`config.mk`:
```
export PLATFORM = sky130hd
export DESIGN_NAME = tmr_crc_rx
export DESIGN_NICKNAME = d
export VERILOG_FILES = /design/src/rtl/tmr_rx_pkg.sv /design/src/rtl/tmr_crc_lane.sv /design/src/rtl/tmr_vote.sv /design/src/rtl/tmr_crc_rx.sv
export SDC_FILE = /design/constraint.sdc
export NUM_CORES = 1
export LEC_CHECK = 0
export BUFFER_PORTS_ARGS = -buffer_cell sky130_fd_sc_hd__buf_2
export CAP_MARGIN = 5
export CORE_UTILIZATION = 49
export CTS_CLUSTER_DIAMETER = 120
export DETAILED_ROUTE_END_ITERATION = 7
export GPL_ROUTABILITY_DRIVEN = 0
export GPL_TIMING_DRIVEN = 0
export PLACE_DENSITY = 0.79
export SETUP_SLACK_MARGIN = 0.05
export SLEW_MARGIN = 20
export SYNTH_ARGS = -nofsm -noshare
export SYNTH_HDL_FRONTEND = slang
export SYNTH_HIERARCHICAL = 1
export SYNTH_SLANG_ARGS = --single-unit
```
`constraint.sdc`:
```
create_clock -name clk -period 4.01 [get_ports clk]
set_input_delay 0.2005 -clock clk [delete_from_list [all_inputs] [get_ports clk]]
set_output_delay 0.2005 -clock clk [all_outputs]
set_load 0.01 [all_outputs]
```
`src/rtl/tmr_rx_pkg.sv`:
```
package tmr_rx_pkg;
    localparam int DATA_W    = 16;
    localparam int CRC_W     = 16;
    localparam int WORD_W    = DATA_W + CRC_W;
    localparam int N_STREAMS = 3;
    localparam logic [CRC_W-1:0]  CRC_POLY = 16'h1021;
    localparam logic [CRC_W-1:0]  CRC_INIT = 16'hFFFF;
    localparam logic [DATA_W-1:0] ERR_CODE = 16'hDEAD;

    typedef struct packed {
        logic                 valid;
        logic [DATA_W-1:0]    data;
        logic                 err;
        logic                 degraded;
        logic [N_STREAMS-1:0] crc_bad;
    } rx_state_t;
endpackage

```
`src/rtl/tmr_crc_lane.sv`:
```
module tmr_crc_lane #(
    parameter int DATA_W = 16,
    parameter int CRC_W  = 16,
    parameter logic [CRC_W-1:0] POLY = 16'h1021,
    parameter logic [CRC_W-1:0] INIT = 16'hFFFF
) (
    input  logic [DATA_W+CRC_W-1:0] word_i,
    output logic [DATA_W-1:0]       data_o,
    output logic                    bad_o
);
    localparam int WORD_W = DATA_W + CRC_W;

    logic [CRC_W-1:0] rx_crc;
    logic [CRC_W-1:0] calc_crc;

    assign data_o = word_i[WORD_W-1:CRC_W];
    assign rx_crc = word_i[CRC_W-1:0];

    // Unrolled bit-serial LFSR, one step per data bit, MSB first.
    always_comb begin
        logic [CRC_W-1:0] r;
        logic             fb;
        r = INIT;
        for (int i = DATA_W - 1; i >= 0; i--) begin
            fb = r[CRC_W-1] ^ data_o[i];
            r  = {r[CRC_W-2:0], 1'b0} ^ (fb ? POLY : '0);
        end
        calc_crc = r;
    end

    assign bad_o = (calc_crc != rx_crc);
endmodule

```
`src/rtl/tmr_vote.sv`:
```
module tmr_vote #(
    parameter int DATA_W = 16,
    parameter int N      = 3,
    parameter logic [DATA_W-1:0] ERR_CODE = 16'hDEAD
) (
    input  logic [N-1:0][DATA_W-1:0] data_i,
    input  logic [N-1:0]             pass_i,
    output logic [DATA_W-1:0]        data_o,
    output logic                     err_o,
    output logic                     deg_o
);
    localparam int CNT_W = $clog2(N + 1);

    // agree[i][j]: streams i and j both passed and carry equal data
    logic [N-1:0][N-1:0] agree;
    logic [N-1:0]        backed;
    logic [CNT_W-1:0]    n_pass;

    for (genvar i = 0; i < N; i++) begin : g_row
        for (genvar j = 0; j < N; j++) begin : g_col
            if (i == j) begin : g_self
                assign agree[i][j] = 1'b0;
            end else begin : g_pair
                assign agree[i][j] = pass_i[i] & pass_i[j] &
                                     (data_i[i] == data_i[j]);
            end
        end
        assign backed[i] = |agree[i];
    end

    always_comb begin
        n_pass = '0;
        for (int i = 0; i < N; i++) begin
            n_pass = n_pass + CNT_W'(pass_i[i]);
        end
    end

    always_comb begin
        logic found;
        found  = 1'b0;
        data_o = ERR_CODE;
        err_o  = 1'b0;
        deg_o  = 1'b0;
        for (int i = 0; i < N; i++) begin
            if (!found && backed[i]) begin
                found  = 1'b1;
                data_o = data_i[i];
            end
        end
        if (!found) begin
            if (n_pass == CNT_W'(1)) begin
                deg_o = 1'b1;
                for (int i = 0; i < N; i++) begin
                    if (pass_i[i]) data_o = data_i[i];
                end
            end else begin
                err_o  = 1'b1;
                data_o = ERR_CODE;
            end
        end
    end
endmodule

```
`src/rtl/tmr_crc_rx.sv`:
```
module tmr_crc_rx
    import tmr_rx_pkg::*;
(
    input  logic              clk,
    input  logic              rst,
    input  logic              in_valid,
    input  logic [WORD_W-1:0] in_word0,
    input  logic [WORD_W-1:0] in_word1,
    input  logic [WORD_W-1:0] in_word2,
    output logic              out_valid,
    output logic [DATA_W-1:0] out_data,
    output logic              out_err,
    output logic              out_degraded,
    output logic [N_STREAMS-1:0] out_crc_bad
);
    logic [N_STREAMS-1:0][WORD_W-1:0] words;
    logic [N_STREAMS-1:0][DATA_W-1:0] lane_data;
    logic [N_STREAMS-1:0]             lane_bad;
    logic [DATA_W-1:0]                vote_data;
    logic                             vote_err;
    logic                             vote_deg;

    assign words[0] = in_word0;
    assign words[1] = in_word1;
    assign words[2] = in_word2;

    for (genvar s = 0; s < N_STREAMS; s++) begin : g_lane
        tmr_crc_lane #(
            .DATA_W (DATA_W),
            .CRC_W  (CRC_W),
            .POLY   (CRC_POLY),
            .INIT   (CRC_INIT)
        ) lane_i (
            .word_i (words[s]),
            .data_o (lane_data[s]),
            .bad_o  (lane_bad[s])
        );
    end

    tmr_vote #(
        .DATA_W   (DATA_W),
        .N        (N_STREAMS),
        .ERR_CODE (ERR_CODE)
    ) vote_i (
        .data_i (lane_data),
        .pass_i (~lane_bad),
        .data_o (vote_data),
        .err_o  (vote_err),
        .deg_o  (vote_deg)
    );

    rx_state_t st_d, st_q;

    always_comb begin
        st_d       = st_q;
        st_d.valid = in_valid;
        if (in_valid) begin
            st_d.data     = vote_data;
            st_d.err      = vote_err;
            st_d.degraded = vote_deg;
            st_d.crc_bad  = lane_bad;
        end
    end

    always_ff @(posedge clk) begin
        if (rst) st_q <= '0;
        else     st_q <= st_d;
    end

    assign out_valid    = st_q.valid;
    assign out_data     = st_q.data;
    assign out_err      = st_q.err;
    assign out_degraded = st_q.degraded;
    assign out_crc_bad  = st_q.crc_bad;

    assert_valid_rise_R2: assert property (@(posedge clk) disable iff (rst)
        in_valid |=> out_valid);
    assert_valid_fall_R2: assert property (@(posedge clk) disable iff (rst)
        !in_valid |=> !out_valid);
    assert_status_capture_R1: assert property (@(posedge clk) disable iff (rst)
        in_valid |=> out_crc_bad == $past(lane_bad));
    assert_err_sentinel_R6: assert property (@(posedge clk) disable iff (rst)
        out_err |-> out_data == ERR_CODE);
    assert_all_bad_err_R6: assert property (@(posedge clk) disable iff (rst)
        (in_valid && (&lane_bad)) |=> out_err);
    assert_err_deg_excl_R5: assert property (@(posedge clk) disable iff (rst)
        !(out_err && out_degraded));
    assert_deg_single_R5: assert property (@(posedge clk) disable iff (rst)
        out_degraded |-> $countones(out_crc_bad) == N_STREAMS - 1);
    assert_hold_R10: assert property (@(posedge clk) disable iff (rst)
        !in_valid |=> $stable(out_data) && $stable(out_err) &&
                      $stable(out_degraded) && $stable(out_crc_bad));
    assert_reset_R9: assert property (@(posedge clk)
        rst |=> !out_valid && !out_err && !out_degraded && out_crc_bad == '0);
endmodule

```
# == After elaboration in Yosys (flattened, before gate mapping) ==
# Cells that the tools add are included.
# op_classes
eq_ne,10
n_mux,63
n_reduce_logical,7
n_bitwise,103
n_addsub,2
# ops
cell,count
XOR 16 bit,45
2-to-1 mux 13 bit,48
2-to-1 mux 16 bit,8
equality test 16 bit,6
!= test 16 bit,3
NOT 15 bit,3
XOR 1 bit,45
AND 1 bit,9
2-to-1 mux 1 bit,7
OR reduction 2 bit,3
NOT 3 bit,1
adder 1 x 1 -> 2 bit,1
adder 2 x 1 -> 2 bit,1
"equality test 2 x 1 -> 1 bit, second input constant",1
logical AND 1 bit,2
zero test 1 bit,2
# word_totals
word_cells,190
reg_bits,22
output_inout_bits,22

# == Logic depth before layout (Yosys ltp) ==
# Gate-level depths: netlist of the first run.
# depth
ltp_word,64
ltp_mapped,18
ltp_nobuf,14

# == By module ==
# Netlist of the first run, hierarchy kept.
# modules_own_cells
mod,cells_per_inst,instances,area_each_um2,seq_area_each_um2
tmr_crc_lane,74,3,688.2,0.0
tmr_vote,190,1,1335.0,0.0
tmr_crc_rx,73,1,807.0,440.4

# == Worst setup path after synthesis of the first run ==
# OpenSTA, ideal clock, no wires.
# synth_timing
kind,input-to-reg
start,input port in_word1[31]
end,register st_q (netlist bit out_data[13])
setup_time_ps,128
t_arrival_ps,3823
slack_ps,59
path_stages,17
t_required_ps,3882
cell_sequence,buf_4 > xnor3_2 > xnor2_2 > nor4_1 > o22ai_1 > or4_1 > inv_1 > clkbuf_1 > inv_1 > clkbuf_1 > fa_1 > nand2b_1 > nor3_1 > mux2_4 > mux2_2 > mux2i_1 > nor2_1
# synth_between
elab_chain_len,40
word_cells_on_any_way,60
# synth_lines
element,line,source
"start, declared",tmr_crc_rx.sv:8,"input logic [WORD_W-1:0] in_word1,"
2-to-1 mux 13 bit (*),tmr_crc_lane.sv:26,"r = {r[CRC_W-2:0], 1'b0} ^ (fb ? POLY : '0);"
NOT 15 bit (no source line),-,
XOR 16 bit (*) (3 in series),tmr_crc_lane.sv:26,
XOR 1 bit,tmr_crc_lane.sv:25,fb = r[CRC_W-1] ^ data_o[i];
2-to-1 mux 13 bit,tmr_crc_lane.sv:26,
XOR 16 bit (*) (4 in series),tmr_crc_lane.sv:26,
XOR 1 bit,tmr_crc_lane.sv:25,
2-to-1 mux 13 bit,tmr_crc_lane.sv:26,
(+11 left out),-,
net lane_bad[1],tmr_crc_rx.sv:18,logic [N_STREAMS-1:0] lane_bad;
(+7 left out),-,
2-to-1 mux 1 bit,tmr_vote.sv:45,if (!found && backed[i]) begin
zero test 1 bit,tmr_vote.sv:45,
logical AND 1 bit,tmr_vote.sv:45,
2-to-1 mux 16 bit,tmr_vote.sv:45,
2-to-1 mux 16 bit (3 in series),tmr_vote.sv:54,if (pass_i[i]) data_o = data_i[i];
2-to-1 mux 16 bit,tmr_vote.sv:51,if (n_pass == CNT_W'(1)) begin
2-to-1 mux 16 bit (*),tmr_vote.sv:50,if (!found) begin
net vote_data[13],tmr_crc_rx.sv:19,logic [DATA_W-1:0] vote_data;
"end signal, assigned",tmr_crc_rx.sv:67,else st_q <= st_d;
"end, declared",tmr_crc_rx.sv:52,"rx_state_t st_d, st_q;"
# The timed path passes the listed nets; every way through them passes the cells marked *.
# A chain may end at the register's enable or synchronous reset.

# == Worst setup path in the final report of the first run ==
# layout_timing
start,input port in_word1[27]
end,register st_q (netlist bit out_data[8])
# layout_between
elab_chain_len,35
word_cells_on_any_way,53
# layout_lines
element,line
XOR 1 bit (*),tmr_crc_lane.sv:25
2-to-1 mux 13 bit (*),tmr_crc_lane.sv:26
XOR 16 bit (*) (4 in series),tmr_crc_lane.sv:26
XOR 1 bit,tmr_crc_lane.sv:25
2-to-1 mux 13 bit,tmr_crc_lane.sv:26
XOR 16 bit (*) (4 in series),tmr_crc_lane.sv:26
XOR 1 bit,tmr_crc_lane.sv:25
2-to-1 mux 13 bit,tmr_crc_lane.sv:26
(+5 left out),-
net lane_bad[1],tmr_crc_rx.sv:18
(+7 left out),-
2-to-1 mux 1 bit,tmr_vote.sv:45
zero test 1 bit,tmr_vote.sv:45
logical AND 1 bit,tmr_vote.sv:45
2-to-1 mux 16 bit,tmr_vote.sv:45
2-to-1 mux 16 bit (3 in series),tmr_vote.sv:54
2-to-1 mux 16 bit,tmr_vote.sv:51
2-to-1 mux 16 bit (*),tmr_vote.sv:50
net vote_data[8],tmr_crc_rx.sv:19
# Marks and branches as above.

==> results of run 1 <==
## critical path: cells and delay by family
kind / cells / cell delay, ns
xor gates and xnor gates: 2 / 0.66
buffers and inverters: 3 / 0.53
and+or+nand+nor: 5 / 1.21
muxes: 3 / 0.69
AOI/OAI and AO/OA: 1 / 0.11
adders and majority gates: 1 / 0.56
## synthesized netlist by cell type (11+ instances only)
cell	count	share of area
o22ai_1	18	0.027
dfxtp_1	22	0.10
xor2_1	52	0.11
mux2i_1	32	0.076
buf_4	51	0.091
nand2_1	28	0.025
o211ai_1	11	0.020
nor4_1	12	0.018
nor2_1	31	0.028
nor3_1	24	0.029
xnor3_1	15	0.080
and3_1	12	0.018
xnor2_1	74	0.15
## metal layers
layer  GRT usage  vias to the layer above  wire (um)
met5           0                        -          0
met4     0.09975                        0        384
met3     0.04348                       45       1001
met2      0.4197                      238       5554
met1      0.3065                     1839       4537
li1            -                     1882          -
## cell families after synthesis
group | after synthesis
DFF | 22
and+or+nand+nor | 135
buffers and inverters | 79
AOI/OAI and AO/OA | 52
adders and majority gates | 2
xor gates and xnor gates | 153
muxes | 42
## metrics by stage
stage	instance area, sq um	setup slack (ns)
global placement	4888	-0.6398
finish	4970	0.1840
global route	4970	0.01864
CTS	4941	0.06049
detailed placement	4888	-0.6623
floorplan	4207	0.05948
## final timing paths
| path | endpoint | slack [ns] | cells past startpoint |
|---|---|---|---|
| max reg2reg | out_data[8]$_SDFFE_PP0P_ | 3.37 | 2 |
| min reg2reg | out_data[13]$_SDFFE_PP0P_ | 0.49 | 2 |
| min | out_valid$_SDFF_PP0_ | 0.14 | 2 |
| max | out_data[8]$_SDFFE_PP0P_ | 0.18 | 15 |
## power breakdown
group	internal (uW)	leakage, uW	switching (uW)	total [uW]
Sequential	230	0.000182	5.30	235
Combinational	288	0.00217	266	554
Clock	87.5	0.0000288	68.0	156
Total	606	0.00238	339	944
## final cells by class
class	count	area, sq um	area share
Multi-Input combinational cell	384	3236	0.6511
Timing Repair Buffer	111	558.0	0.1123
Buffer	71	523.0	0.1052
Sequential cell	22	440.4	0.08862
Tap cell	105	131.4	0.02644
Clock buffer	4	55.05	0.01108
Inverter	6	26.28	0.005287
## state kept, by name, indices dropped and copies added, names as in the netlist
name and flops:
out_valid 1, out_crc_bad 3, out_err 1, out_data 16, out_degraded 1
## what timing repair did
action,in CTS,in global routing
resized for setup,4,8
pin swaps,0,1
setup endpoints to repair,15,16
buffers inserted,0,1
==> summary.txt, run 1 <==
Outcome
  – Outcome: complete, no violations

Synth
  – Seq cells post-synth: 22
  – Synth Net Count: just under 600
  – Sequential share of the synthesized area: 0.1047
  – Ys flop type: dfxtp_1
  – Post-synthesis compound-gate area fraction: 0.08477
  – Synth Instances: around 490
  – Mapped cell area: between 0.004 and 0.005 sq mm
  – Xor/xnor share of the synthesized area: 0.3998
  – Mux cell area share after synthesis: 0.1074
  – Simple-Gate Fraction of Synth Area: 0.1660
  – Synth unique cells: 42
  – Async SR Flop Fraction: 0
  – Synthesized-area fraction occupied by adder cells: 0.007733
  – YS warnings: 6
  – Number of synthesized flops with an enable pin: 0
  – Syn_area_per_cell: between 8 and 9 sq um
  – Largest family of logic cells by synthesized area: XOR/XNOR gates

Drt
  – Final ANT Viol Nets: 0
  – Total wire length: between 10000 and 15000 um
  – Initial drt markers: 451
  – Drt via density: about 5.7
  – Drt pass-1 iters: 6
  – WL/cell: around 16 um
  – Vias: around 4000
  – # DRC: 0

Critical path
  – Reg2reg start: out_data[8]$_SDFFE_PP0P_
  – Worst path slowest cell: or4_1
  – Crit path kind: input port to register
  – CP Cell Sequence: buf_2 > xnor3_2 > xnor2_2 > nor4_1 > o22ai_1 > or4_1 > inv_2 > clkinvlp_4 > fa_1 > nand2b_2 > nor3_1 > mux2_4 > mux2_2 > mux2i_1 > nor2_1
  – Req. time, crit path: slightly above 4 ns
  – Crit path max fanout: 9
  – Crit path from: in_word1[27]
  – Slowest cell delay on critical path: a little over 0.6 ns
  – Critical Path AT: roughly 4 ns
  – CP endpoint kind: register
  – Startpoint types: input port

Place
  – Cell Count Post-Placement: 700
  – Number of port buffers: 110
  – HPWL after DPL: between 9000 and 10000 um

Die
  – Die W: roughly 95 um
  – Num rows: 33
  – Core area: between 0.008 and 0.009 sq mm
  – Die height: between 90 and 100 um
  – Die area: roughly 0.009 sq mm
  – Ports: approximately 120
  – Initial Utilization: 0.5094

Power and ir drop
  – Leakage: roughly 0.0024 uW
  – Overall Power: around 940 uW
  – PwrDens: 190.0 mW/mm^2
  – Max rail drop VDD: around 0.16 mV

Clock network
  – TritonCTS buffer count: 3
  – Maximum root-to-sink buffer count: 2
  – CTS Sinks: 22
  – TritonCTS clock tree: done
  – Hold-fix buffers, CTS: 0
  – Clk_lat worst skew: 0.26 ns
  – H-tree levels: 1
  – Clk pin slew, worst setup/hold paths: ~0.070 ns
  – Root Driver: clkbuf_8

STA
  – Max-slew violations: 0
  – Worst slew pin tran: between 1 and 1.5 ns
  – Hold Slack: between 0.1 and 0.15 ns
  – Worst Clk Skew: 0 ns
  – Setup TNS Final: 0 ns
  – Final setup vio count: 0
  – Max-slew headroom: 0.3059
  – RSZ-0062 raised after global routing: yes
  – Fin crit period: about 3.8 ns
  – Final Hold Viols: 0
  – Fin crit share: 0.9541
  – Fmax: 261.4 MHz

GRT
  – Initial antenna violation count: 0
  – First-pass GRT wire length: ~17000 um
  – All-layer global routing usage: 0.2467
  – Vias in the first global route: ~3700
  – Gr ovfl total: 0
  – Largest net degree at the start of global routing: 14

Final layout
  – Most frequent cells in the layout: buf_2 (115), xnor2_1 (74), buf_4 (52), xor2_1 (52), mux2i_1 (32)
  – Final Util: 0.6018
  – Commonest non-fill, non-tap cell in the layout: buf_2
  – FILL cells: approximately 730
  – Final std cells w/o fill: around 700
  – Area Growth Syn to Fin: 18.14%
  – Layout net count: 700
  – Share of cells above drive strength 1: 0.3428
  – Number of inserted diodes: 0

Flow run
  – Max Cap Violations: 0

Hold path
  – Min-Delay Path Class: input port to register
  – Worst Min Path Start: rst
Power figures use the tool's default switching activity.
==> run 2, diff against run 1 <==
RECOVER_POWER = 25   (was unset)
==> run 2 against run 1 <==
Effect of this change: sequential power about the same; utilization decreased by 0.35 points; critical endpoint is now out_data[12]$_SDFFE_PP0P_; design area fell by 0.58%; sequential share of layout area grew 0.052 points; setup slack got worse by 0.031 ns; worst hold slack worse by 0.00050 ns; critical path depth did not move; first-iteration DRC count rose by 1.1%; non-clock buffer count unchanged; clock skew unchanged; maximum frequency is 0.81% lower.
==> summary.txt, run 2 (same netlist as run 1, synthesis figures left out) <==
Drt
  – Total wire length: between 10000 and 15000 um
  – Initial drt markers: about 460
  – Drt via density: between 5 and 6
  – Drt pass-1 iters: 5
  – Final ANT Viol Nets: 0
  – WL/cell: roughly 16 um
  – # DRC: 0
  – Vias: ~4000

Power and ir drop
  – Comb pwr share: 0.583
  – Leakage: 0.002334 uW
  – Switching Share: 0.3615
  – Max rail drop VDD: between 0.15 and 0.2 mV
  – Int Pwr: between 600 and 700 uW
  – PwrDens: roughly 190 mW/mm^2
  – Clk pwr share: 0.167
  – Switching pwr: 341.2 uW
  – Sequential Power Share: 0.249

STA
  – RSZ-0062 raised after global routing: yes
  – Fin crit period: 3.857 ns
  – Final setup vio count: 0
  – Max-slew violations: 0
  – Max-slew headroom: 0.2665
  – Worst slew pin tran: between 1 and 1.5 ns
  – Setup slack after layout: 0.1530 ns
  – Fmax: 259.3 MHz
  – Fin crit share: 0.9619
  – Setup TNS Final: 0 ns
  – Hold Slack: between 0.1 and 0.15 ns
  – Worst Clk Skew: 0 ns
  – Final Hold Viols: 0

Clock network
  – Root Driver: clkbuf_8
  – H-tree levels: 1
  – TritonCTS clock tree: done
  – TritonCTS buffer count: 3
  – Clk_lat worst skew: 0.26 ns
  – Maximum root-to-sink buffer count: 2
  – Hold-fix buffers, CTS: 0
  – Clk pin slew, worst setup/hold paths: roughly 0.08 ns
  – CTS Sinks: 22

Final layout
  – Most frequent cells in the layout: buf_2 (105), xnor2_1 (74), buf_4 (52), xor2_1 (52), mux2i_1 (32)
  – Layout net count: 700
  – Share of cells above drive strength 1: 0.3244
  – Number of inserted diodes: 0
  – Area Growth Syn to Fin: 17.46%
  – Max reg flops: 16
  – Commonest non-fill, non-tap cell in the layout: buf_2

Hold path
  – Min-Delay Path Class: input port to register

GRT
  – Gr ovfl total: 0
  – First-pass GRT wire length: roughly 17000 um
  – All-layer global routing usage: 0.2467
  – Vias in the first global route: ~3700
  – Initial antenna violation count: 0
  – Largest net degree at the start of global routing: 14

Place
  – Number of port buffers: 110
  – Dpl ws: -0.6623 ns
  – HPWL after DPL: ~9400 um

Critical path
  – CP Cell Sequence: buf_2 > xnor3_2 > xnor2_2 > nor4_1 > o22ai_1 > or4_1 > inv_1 > ha_1 > nand3_1 > o22ai_1 > clkbuf_1 > nand2_1 > o21ai_1 > mux2i_1 > nor2_1
  – Critical Path AT: 4.06 ns
  – Worst path slowest cell: o22ai_1
  – Crit path max fanout: 10
  – Most frequent CP cell: o22ai_1
  – Top delay family on crit path: simple AND/OR/NAND/NOR gates
  – CP endpoint kind: register
  – Buffers & Inverters on Critical Path: 3
  – Req. time, crit path: about 4.2 ns
  – Startpoint types: input port
  – Slowest cell delay on critical path: 0.85 ns
  – Crit path kind: input port to register

Die
  – Ports: between 100 and 150
  – Die area: approximately 0.009 sq mm
  – Core area: 0.008258 sq mm
  – Die height: roughly 95 um
  – Die W: 94.66 um
  – Num rows: 33
  – Initial Utilization: 0.5094

Flow run
  – Max Cap Violations: 0

Outcome
  – Outcome: complete, no violations
run 2: changes by cell type in the layout (fill, tap and decap cells not counted), sizes merged:
cell    change
clkbuf     +11
buf        -11
run 2: final cells by class:
cell class / instances / area (sq um)
Multi-Input combinational cell: 384 / 3236
Timing Repair Buffer: 111 / 545.5
Inverter: 6 / 26.28
Fill cell: 742 / 3317
Tap cell: 105 / 131.4
Sequential cell: 22 / 440.4
Buffer: 71 / 506.7
Clock buffer: 4 / 55.05
run 2: metal layers:
metal,routed length [um],share of wire,vias up,GRT usage
li1,-,-,1881,-
met1,4505,0.39,1824,0.3065
met2,5452,0.47,245,0.4197
met3,1101,0.096,49,0.04348
met4,460,0.040,0,0.09975
met5,0,0,-,0
run 2: metrics by stage:
step	utilization	power, uW	area, sq um	instances
CTS	0.5983	941.9	4941	702
global placement	0.5920	768.3	4888	700
floorplan	-	643.1	4207	485
finish	0.5983	943.6	4941	703
global route	0.5983	1000	4941	703
detailed placement	0.5920	784.3	4888	700
run 2: timing repair:
action / in CTS / in global routing
pin swaps: 0 / 1
resized for setup: 4 / 8
setup buffers: 0 / 1
endpoints found under the setup margin: 15 / 16
cloned: 0 / 0
run 2: power groups by stage:
stage / combinational (uW) / clock [uW] / sequential, uW
detailed placement: 544 / 0 / 240
floorplan: 398 / 0 / 245
global placement: 528 / 0 / 240
finish: 550 / 158 / 235
CTS: 546 / 160 / 235
global route: 592 / 172 / 236
run 2: worst paths after layout:
kind,from,end,slack (ns),cells after the start
max,in_word0[27],out_data[12]$_SDFFE_PP0P_,0.15,15
min,rst,out_valid$_SDFF_PP0_,0.14,2
max reg2reg,out_data[8]$_SDFFE_PP0P_,out_data[8]$_SDFFE_PP0P_,3.37,2
min reg2reg,out_data[11]$_SDFFE_PP0P_,out_data[11]$_SDFFE_PP0P_,0.49,2
run 2: worst reg2reg max path, stage by stage (launching register included):
cell     delay [ns]
dfxtp_1        0.32
mux2i_1        0.12
nor2_1         0.07
